===== config.mk =====
export PLATFORM = sky130hd
export DESIGN_NAME = otp_mode_seq
export DESIGN_NICKNAME = d
export VERILOG_FILES = /design/src/rtl/otp_mode_pkg.sv /design/src/rtl/otp_cfg_regs.sv /design/src/rtl/otp_settle_timer.sv /design/src/rtl/otp_pin_decode.sv /design/src/rtl/otp_mode_seq.sv
export SDC_FILE = /design/constraint.sdc
export NUM_CORES = 1
export LEC_CHECK = 0
export BUFFER_PORTS_ARGS = -buffer_cell sky130_fd_sc_hd__buf_4
export CAP_MARGIN = 20
export CELL_PAD_IN_SITES_DETAIL_PLACEMENT = 0
export CELL_PAD_IN_SITES_GLOBAL_PLACEMENT = 1
export CORE_MARGIN = 2
export CORE_UTILIZATION = 40
export CTS_CLUSTER_DIAMETER = 100
export CTS_CLUSTER_SIZE = 16
export DETAILED_ROUTE_END_ITERATION = 16
export HOLD_SLACK_MARGIN = 0.02
export PLACE_DENSITY_LB_ADDON = 0.3
export SLEW_MARGIN = 5
export SYNTH_ARGS = -nofsm -noshare
export SYNTH_HDL_FRONTEND = slang
export SYNTH_HIERARCHICAL = 1
export SYNTH_SLANG_ARGS = --single-unit

===== constraint.sdc =====
create_clock -name clk -period 4.2 [get_ports clk]
set_input_delay 0.63 -clock clk [delete_from_list [all_inputs] [get_ports clk]]
set_output_delay 0.63 -clock clk [all_outputs]
set_load 0.01 [all_outputs]

===== src/rtl/otp_mode_pkg.sv =====
package otp_mode_pkg;

  localparam int WORD_W  = 8;
  localparam int MODE_W  = 3;
  localparam int ASEL_W  = 2;

  localparam int TROW_BIT = 4;
  localparam int HOT_BIT  = 5;
  localparam int ASEL_LSB = 6;

  typedef enum logic [MODE_W-1:0] {
    MODE_OFF     = 3'd0,
    MODE_IDLE    = 3'd1,
    MODE_READ    = 3'd2,
    MODE_PROG    = 3'd3,
    MODE_VERIFY  = 3'd4,
    MODE_INITCHK = 3'd5,
    MODE_BULK    = 3'd6
  } mode_e;

  localparam logic [MODE_W-1:0] MODE_BAD = 3'd7;
  localparam logic [ASEL_W-1:0] ASEL_BAD = 2'd3;

  typedef struct packed {
    logic [ASEL_W-1:0] arr_sel;
    logic              hot;
    logic              trow;
  } cfg_t;

  typedef struct packed {
    logic ldo;
    logic msel;
    logic prog;
    logic norm;
    logic red;
    logic margin;
    logic hot;
    logic trow;
  } pins_t;

endpackage


===== src/rtl/otp_cfg_regs.sv =====
module otp_cfg_regs
  import otp_mode_pkg::*;
(
  input  logic              clk,
  input  logic              rst,
  input  logic              wr_en,
  input  logic [WORD_W-1:0] wdata,
  input  logic              ready,
  input  logic              bulk_done,
  output mode_e             mode_q,
  output cfg_t              cfg_q,
  output mode_e             mode_d,
  output cfg_t              cfg_d,
  output logic              mode_start,
  output logic              bulk_start
);

  logic              wr_ok;
  logic [MODE_W-1:0] mode_wr;
  logic              mode_legal;
  logic              cfg_open;
  logic [ASEL_W-1:0] asel_wr;

  assign wr_ok      = wr_en && ready;
  assign mode_wr    = wdata[MODE_W-1:0];
  assign asel_wr    = wdata[ASEL_LSB +: ASEL_W];
  assign mode_legal = (mode_wr != MODE_BAD);
  assign mode_start = wr_ok && mode_legal && (mode_wr != mode_q);
  assign bulk_start = mode_start && (mode_wr == MODE_BULK);
  assign cfg_open   = wr_ok && ((mode_q == MODE_OFF) || (mode_q == MODE_IDLE));

  always_comb begin
    cfg_d = cfg_q;
    if (cfg_open) begin
      cfg_d.hot  = wdata[HOT_BIT];
      cfg_d.trow = wdata[TROW_BIT];
      if (asel_wr != ASEL_BAD) cfg_d.arr_sel = asel_wr;
    end
  end

  always_comb begin
    mode_d = mode_q;
    if (bulk_done)       mode_d = MODE_OFF;
    else if (mode_start) mode_d = mode_e'(mode_wr);
  end

  always_ff @(posedge clk) begin
    if (rst) begin
      mode_q <= MODE_OFF;
      cfg_q  <= '0;
    end else begin
      mode_q <= mode_d;
      cfg_q  <= cfg_d;
    end
  end

  // the stored mode never holds the reserved code
  a_r9_no_bad_mode: assert property (@(posedge clk) disable iff (rst)
    mode_q != MODE_BAD);

  // the stored array select never holds the reserved code
  a_r9_no_bad_asel: assert property (@(posedge clk) disable iff (rst)
    cfg_q.arr_sel != ASEL_BAD);

  // options are frozen while an active mode is current
  a_r7_cfg_frozen: assert property (@(posedge clk) disable iff (rst)
    (mode_q != MODE_OFF && mode_q != MODE_IDLE) |=> $stable(cfg_q));

  // no write lands while not ready (only the bulk return moves the mode)
  a_r6_locked: assert property (@(posedge clk) disable iff (rst)
    (!ready && !bulk_done) |=> ($stable(mode_q) && $stable(cfg_q)));

endmodule


===== src/rtl/otp_settle_timer.sv =====
module otp_settle_timer #(
  parameter int SETTLE_CYCLES = 4
) (
  input  logic clk,
  input  logic rst,
  input  logic start,
  input  logic start_bulk,
  input  logic copy_done,
  output logic ready,
  output logic bulk_done
);

  localparam int CNT_W = $clog2(SETTLE_CYCLES + 1);
  localparam logic [CNT_W-1:0] CNT_LOAD = CNT_W'(SETTLE_CYCLES);

  logic [CNT_W-1:0] cnt_q, cnt_d;
  logic             wait_q, wait_d;
  logic             ready_q;

  assign bulk_done = wait_q && (cnt_q == '0) && copy_done;

  always_comb begin
    cnt_d  = cnt_q;
    wait_d = wait_q;
    if (start) begin
      cnt_d  = CNT_LOAD;
      wait_d = start_bulk;
    end else begin
      if (cnt_q != '0) cnt_d = cnt_q - 1'b1;
      if (bulk_done)   wait_d = 1'b0;
    end
  end

  always_ff @(posedge clk) begin
    if (rst) begin
      cnt_q   <= '0;
      wait_q  <= 1'b0;
      ready_q <= 1'b1;
    end else begin
      cnt_q   <= cnt_d;
      wait_q  <= wait_d;
      ready_q <= (cnt_d == '0) && !wait_d;
    end
  end

  assign ready = ready_q;

  // the count never exceeds its load value
  a_r5_cnt_bound: assert property (@(posedge clk) disable iff (rst)
    cnt_q <= CNT_LOAD);

  // an accepted change drops ready on the next cycle
  a_r5_drop: assert property (@(posedge clk) disable iff (rst)
    start |=> !ready);

  // bulk wait holds ready low until completion is taken
  a_r11_hold: assert property (@(posedge clk) disable iff (rst)
    (wait_q && !copy_done) |=> !ready);

  // taking completion releases ready at once
  a_r11_release: assert property (@(posedge clk) disable iff (rst)
    bulk_done |=> ready);

endmodule


===== src/rtl/otp_pin_decode.sv =====
module otp_pin_decode
  import otp_mode_pkg::*;
(
  input  mode_e mode,
  input  cfg_t  cfg,
  output pins_t pins
);

  logic active, prog, margin;

  assign active = (mode != MODE_OFF) && (mode != MODE_IDLE);
  assign prog   = (mode == MODE_PROG);
  assign margin = (mode == MODE_VERIFY) || (mode == MODE_INITCHK);

  always_comb begin
    pins        = '0;
    pins.ldo    = (mode != MODE_OFF);
    pins.msel   = active;
    pins.prog   = prog;
    pins.norm   = prog && (cfg.arr_sel == 2'd0 || cfg.arr_sel == 2'd1);
    pins.red    = prog && (cfg.arr_sel == 2'd0 || cfg.arr_sel == 2'd2);
    pins.margin = margin;
    pins.hot    = margin && cfg.hot;
    pins.trow   = active && cfg.trow;
  end

endmodule


===== src/rtl/otp_mode_seq.sv =====
module otp_mode_seq
  import otp_mode_pkg::*;
#(
  parameter int SETTLE_CYCLES = 4
) (
  input  logic       clk,
  input  logic       rst,
  input  logic       reg_wr,
  input  logic [7:0] reg_wdata,
  output logic [7:0] reg_rdata,
  input  logic       copy_done,
  output logic       mode_ready,
  output logic       ldo_en,
  output logic       mem_sel,
  output logic       prog_en,
  output logic       prog_norm,
  output logic       prog_red,
  output logic       margin_en,
  output logic       hot_margin,
  output logic       test_row
);

  mode_e mode_q, mode_d;
  cfg_t  cfg_q, cfg_d;
  logic  mode_start, bulk_start, bulk_done, ready;
  pins_t pins_d, pins_q;

  otp_cfg_regs u_regs (
    .clk        (clk),
    .rst        (rst),
    .wr_en      (reg_wr),
    .wdata      (reg_wdata),
    .ready      (ready),
    .bulk_done  (bulk_done),
    .mode_q     (mode_q),
    .cfg_q      (cfg_q),
    .mode_d     (mode_d),
    .cfg_d      (cfg_d),
    .mode_start (mode_start),
    .bulk_start (bulk_start)
  );

  otp_settle_timer #(.SETTLE_CYCLES(SETTLE_CYCLES)) u_timer (
    .clk        (clk),
    .rst        (rst),
    .start      (mode_start),
    .start_bulk (bulk_start),
    .copy_done  (copy_done),
    .ready      (ready),
    .bulk_done  (bulk_done)
  );

  otp_pin_decode u_dec (
    .mode (mode_d),
    .cfg  (cfg_d),
    .pins (pins_d)
  );

  always_ff @(posedge clk) begin
    if (rst) pins_q <= '0;
    else     pins_q <= pins_d;
  end

  assign reg_rdata  = {cfg_q.arr_sel, cfg_q.hot, cfg_q.trow, 1'b0, mode_q};
  assign mode_ready = ready;
  assign ldo_en     = pins_q.ldo;
  assign mem_sel    = pins_q.msel;
  assign prog_en    = pins_q.prog;
  assign prog_norm  = pins_q.norm;
  assign prog_red   = pins_q.red;
  assign margin_en  = pins_q.margin;
  assign hot_margin = pins_q.hot;
  assign test_row   = pins_q.trow;

  // the macro is never selected with its regulator off
  a_r3_sel_needs_ldo: assert property (@(posedge clk) disable iff (rst)
    mem_sel |-> ldo_en);

  // a program operation always reaches at least one array
  a_r10_prog_arr: assert property (@(posedge clk) disable iff (rst)
    prog_en |-> (prog_norm || prog_red));

  // high-temperature thresholds only ride on a margin read
  a_r8_hot_in_margin: assert property (@(posedge clk) disable iff (rst)
    hot_margin |-> margin_en);

  // leaving bulk copy lands in deep standby with ready high
  a_r11_return: assert property (@(posedge clk) disable iff (rst)
    ($past(mode_q) == MODE_BULK && mode_q != MODE_BULK) |-> (mode_q == MODE_OFF && mode_ready));

endmodule


-- After elaboration in Yosys (flattened, before gate mapping)
Index checks and enable logic that the tools add are counted.
- reductions and logical operators: 24
- equality and inequality tests: 11
- multiplexer cells: 8
- $add $sub $neg: 1
- operators with widths (cell ; count):
    $logic_and 1x1->1 ; 13
    $mux 3 ; 4
    $eq 3x3->1 const B ; 3
    $logic_not 3->1 ; 3
    $reduce_bool 3->1 ; 2
    $logic_or 1x1->1 ; 4
    $mux 4 ; 1
    $eq 3x1->1 const B ; 1
    $eq 3x2->1 const B ; 1
    $ne 3x1->1 const B ; 1
    $ne 3x3->1 ; 1
    $ne 3x3->1 const B ; 1
    $sub 3x1->3 const B ; 1
    $eq 2x1->1 const B ; 1
    $eq 2x2->1 const B ; 1
    $logic_not 2->1 ; 1
    $mux 1 ; 2
    $mux 2 ; 1
    $ne 2x2->1 const B ; 1
    $logic_not 1->1 ; 1
- flip-flop bits (word level): 20
- output and inout port bits: 17
- input port bits: 12
- logic and storage cells: 59

-- Logic depth before layout (Yosys ltp)
- depth after elaboration: 8
- depth in mapped cells: 8
- mapped depth without buffers: 7

-- Hierarchy
The synthesis kept the hierarchy.
- by module, submodules not included (module ; area an instance (um2) ; cells each ; seq. area each (um2) ; instances):
    otp_cfg_regs ; 389.1 ; 44 ; 140.1 ; 1
    otp_settle_timer ; 280.3 ; 30 ; 100.1 ; 1
    otp_mode_seq ; 221.5 ; 18 ; 160.2 ; 1
    otp_pin_decode ; 93.8 ; 11 ; 0.0 ; 1

-- Worst setup path after synthesis
No wires, ideal clock.
- path kind: reg-to-reg
- from: register u_timer.cnt_q[0]
- to: register pins_q (netlist bit prog_en)
- path slack: 2168 ps
- data required time: 4086 ps
- period minus slack after synthesis: 2032 ps
- arrival time: 1918 ps
- stages on the path, launching flop included: 9
- library setup time: 114 ps
- path buffers: 1
- cells stage by stage: dfxtp_1 inv_1 ha_1 nor2b_1 and3_1 nor3_1 and3b_2 buf_4 nor2b_1
- cells in the longest elaborated chain, start to end: 5
- RTL lines (item ; RTL line ; source):
    start: declaration ; otp_settle_timer.sv:16 ; logic [CNT_W-1:0] cnt_q, cnt_d;
    start signal: assignment ; otp_settle_timer.sv:40 ; cnt_q <= cnt_d;
    $logic_not 3->1 ; otp_settle_timer.sv:20 ; assign bulk_done = wait_q && (cnt_q == '0) && copy_done;
    $logic_and 1x1->1 (2 in series) ; otp_settle_timer.sv:20 ;
    named net bulk_done ; otp_mode_seq.sv:25 ; logic mode_start, bulk_start, bulk_done, ready;
    $mux 3 ; otp_cfg_regs.sv:43 ; if (bulk_done) mode_d = MODE_OFF;
    named net mode_d[2] ; otp_mode_seq.sv:23 ; mode_e mode_q, mode_d;
    $eq 3x2->1 ; otp_pin_decode.sv:12 ; assign prog = (mode == MODE_PROG);
    named net u_dec.prog ; otp_pin_decode.sv:9 ; logic active, prog, margin;
    end signal: assignment ; otp_mode_seq.sv:61 ; else pins_q <= pins_d;
    end: declaration ; otp_mode_seq.sv:26 ; pins_t pins_d, pins_q;
The timed path passes the listed nets, and every way through them passes these cells.
A chain may end at the register's enable or synchronous reset.

==> out/qor.txt <==
outcome = finished clean
number of non-filler instances in the completed layout = 157
synthesis-to-layout area growth = 24.0%
Die H = 53.6 um
clk_skew = 0.00310 ns
Unique masters post-synth = 33
period utilization = 56.8%
floorplan row count = 17
wire length of the first global-routing pass = 3010 um
Crit Reg-Reg Endpoint = prog_red
clock net sink count = 20
length of the first detailed-routing pass in iterations = 4
root buf cell = clkbuf_4
register bit count reported by yosys = 20
mean routed wirelength per cell = 12.0 um
Worst Path Max Fanout = 8
total setup buffers inserted after CTS = 0
final critical-path required period = 2.39 ns
main combinational cell family by area after synthesis = simple AND/OR/NAND/NOR gates
Setup Crit Path Kind = flip-flop to flip-flop
count of mapped cells out of synthesis = 103
final count of hold timing violations = 0
Syn. warnings = 6
kind of path behind the tightest hold check = flip-flop to flip-flop
top-area cell type share of the netlist area = 40.7%
fraction of layout instances using a drive strength above 1 = 34.1%
port bufs = 26
Arrival @ worst endpoint = 2.64 ns
RSZ-0062 raised after global routing = false
worst-case clock buffer depth = 2
leftover overflow at the end of global routing = 0
Total Die Area = 2870 um^2
setup slack of the worst register-to-register path = 1.81 ns
aggregate negative setup slack = 0 ns
CTS tree = yes
worst min-delay path endpoint = u_timer/wait_q
CTS H-Tree Depth = 1
vias in the first global route = 660
number of nets in the synthesized netlist = 117
static leakage power = 0.546 nW
post-detail-place hpwl = 1340 um
fraction of the core area covered by cells at the end of the flow = 53.7%
number of inserted diodes = 0
hold path start = u_timer/wait_q
antenna violations before repair = 0
final-report setup violation count = 0
area of all placed cells without fillers = 1220 um^2
Skew-Pair Late Insertion Delay = 0.31 ns
post-placement cell count = 153
# Max-Cap Violations = 0
highest clock frequency the design can meet = 419 MHz
cell accounting for the most synthesized area = dfxtp_1
ys async rst share = 0%
slew at the pin with the worst max-slew slack = 0.757 ns
mux contribution to synthesized area = 4.07%
DRC viols = 0
power per standard cell area = 549 nW/um^2
Synth top cells by count = dfxtp_1 (20), nor2b_1 (10), inv_1 (7)
overall via count from detail_route = 822
number of buffers inserted for hold repair after clock tree synthesis = 0
via density per instance = 5.24
placeable core region = 2280 um^2
Chip Width = 53.6 um
fill cell total of the finished layout = 214
remaining max-slew budget at the tightest pin = 49.2%
Tot Pwr = 0.670 mW
most common cell in the netlist = dfxtp_1
parity-gate share of the synthesized area counting xor and xnor cells = 2.67%
startpoint of the worst register-to-register path = u_timer/cnt_q[0]
remaining antenna violation count after routing = 0
Area contributors post-synth = dfxtp_1 (41%), nor2b_1 (6.4%), nor4_1 (3.2%)
effective utilization at floorplan = 43.3%
part of the Yosys area used for sequential elements = 40.7%
CTS clock-pin slew for the worst setup and hold paths = 0.11 ns
post_cts resized = 0
maximum resistive drop on vdd = 0.000365 V
top flip-flop cell by instance count after synthesis = dfxtp_1
largest net degree at the start of global routing = 20
Post-Syn Area = 985 um^2
global placement routability congestion = 0.813
Worst Path Required = 4.45 ns
simple-gate share of the synthesized area = 33.3%
total cell area at the placement stage = 1180 um^2
number of slew-limit violations in the final report = 0
adder and majority gate portion of the synthesized area = 2.54%
number of cells on the worst reg-to-reg path = 7
final wirelength = 1890 um
Avg Cell Area, Syn = 9.56 um^2
number of design-rule violations left by the first detailed-router iteration = 19
boundary pin count = 29
number of buffers inserted during clock tree synthesis = 3
Worst Setup Start Kind = flip-flop
area fraction in compound gates after synthesis = 10.7%
sort of element at the end of the critical path = flip-flop
final net count = 144
worst hold path cell count = 2
Post-synth EDFFs = 0
Total GRT Usage = 14.7%
routing by layer:
layer | share of wire (%) | GRT usage [%] | up-vias
met3 | 6.0 | 6.11 | 4
met5 | 0 | 0 | -
met1 | 44 | 18.0 | 381
met4 | 1.3 | 5.13 | 0
li1 | - | - | 411
met2 | 49 | 23.0 | 26
state kept, by name (all words and copies together), names as in the netlist:
signal	flops
hot_margin	1
ldo_en	1
margin_en	1
mem_sel	1
prog_en	1
prog_norm	1
prog_red	1
test_row	1
u_regs/cfg_q	4
u_regs/mode_q	3
u_timer/cnt_q	3
u_timer/ready	1
u_timer/wait_q	1
placed cells by master, fill, tap and decap left out, types with 3 or more instances in the layout:
master | netlist | layout
nand2_1 | 5 | 5
clkbuf_4 | 0 | 3
inv_1 | 7 | 7
dfxtp_1 | 20 | 20
nor2_1 | 6 | 6
nor4_1 | 5 | 5
a31oi_1 | 3 | 3
xor2_1 | 3 | 3
nor3_1 | 6 | 6
buf_4 | 4 | 26
a21oi_1 | 4 | 4
nor2b_1 | 10 | 10
layout make-up:
cell class	count	area [um^2]	share of cell area (%)
multi-input combinational	72	528	43.2
clock buffer	4	36.3	2.97
tap	28	35.0	2.87
inverter	7	26.3	2.15
sequential	20	400	32.8
timing repair buffer	26	195	16.0
power by group:
group / total [mW] / switching, mW / internal [mW]
Clock: 0.112 / 0.0595 / 0.0530
Sequential: 0.262 / 0.0327 / 0.229
Combinational: 0.296 / 0.146 / 0.149
Total: 0.670 / 0.239 / 0.431
how the worst max path moves through the flow:
stage	start	end
floorplan	u_timer/cnt_q[0]	prog_en
global placement	u_timer/cnt_q[0]	prog_norm
detailed placement	u_timer/cnt_q[0]	prog_red
CTS	u_timer/cnt_q[0]	prog_red
global route	u_timer/cnt_q[0]	prog_red
finish	u_timer/cnt_q[0]	prog_red
kinds of logic after synthesis:
kind of cell             Yosys count
AND/OR/NAND/NOR                   48
multiplexers                       3
XOR/XNOR                           3
adder cells (fa/ha/maj)            2
buffers and inverters             11
other                              1
flip-flops                        20
AO/OA/AOI/OAI                     15
through the flow:
stage               hold WS, ns  setup slack [ns]
finish                    0.512              1.81
global route              0.559              1.66
global placement          0.487              1.94
floorplan                 0.467              2.17
CTS                       0.512              1.84
detailed placement        0.495              1.86
worst max-delay path, cell delays in order, from the launching register on:
cell	delay, ns
dfxtp_1	0.40
inv_1	0.10
ha_1	0.26
nor2b_1	0.17
and3_1	0.27
nor3_1	0.66
and4bb_2	0.34
nor2b_1	0.13
Note: power is estimated with default switching activity, not from simulation.
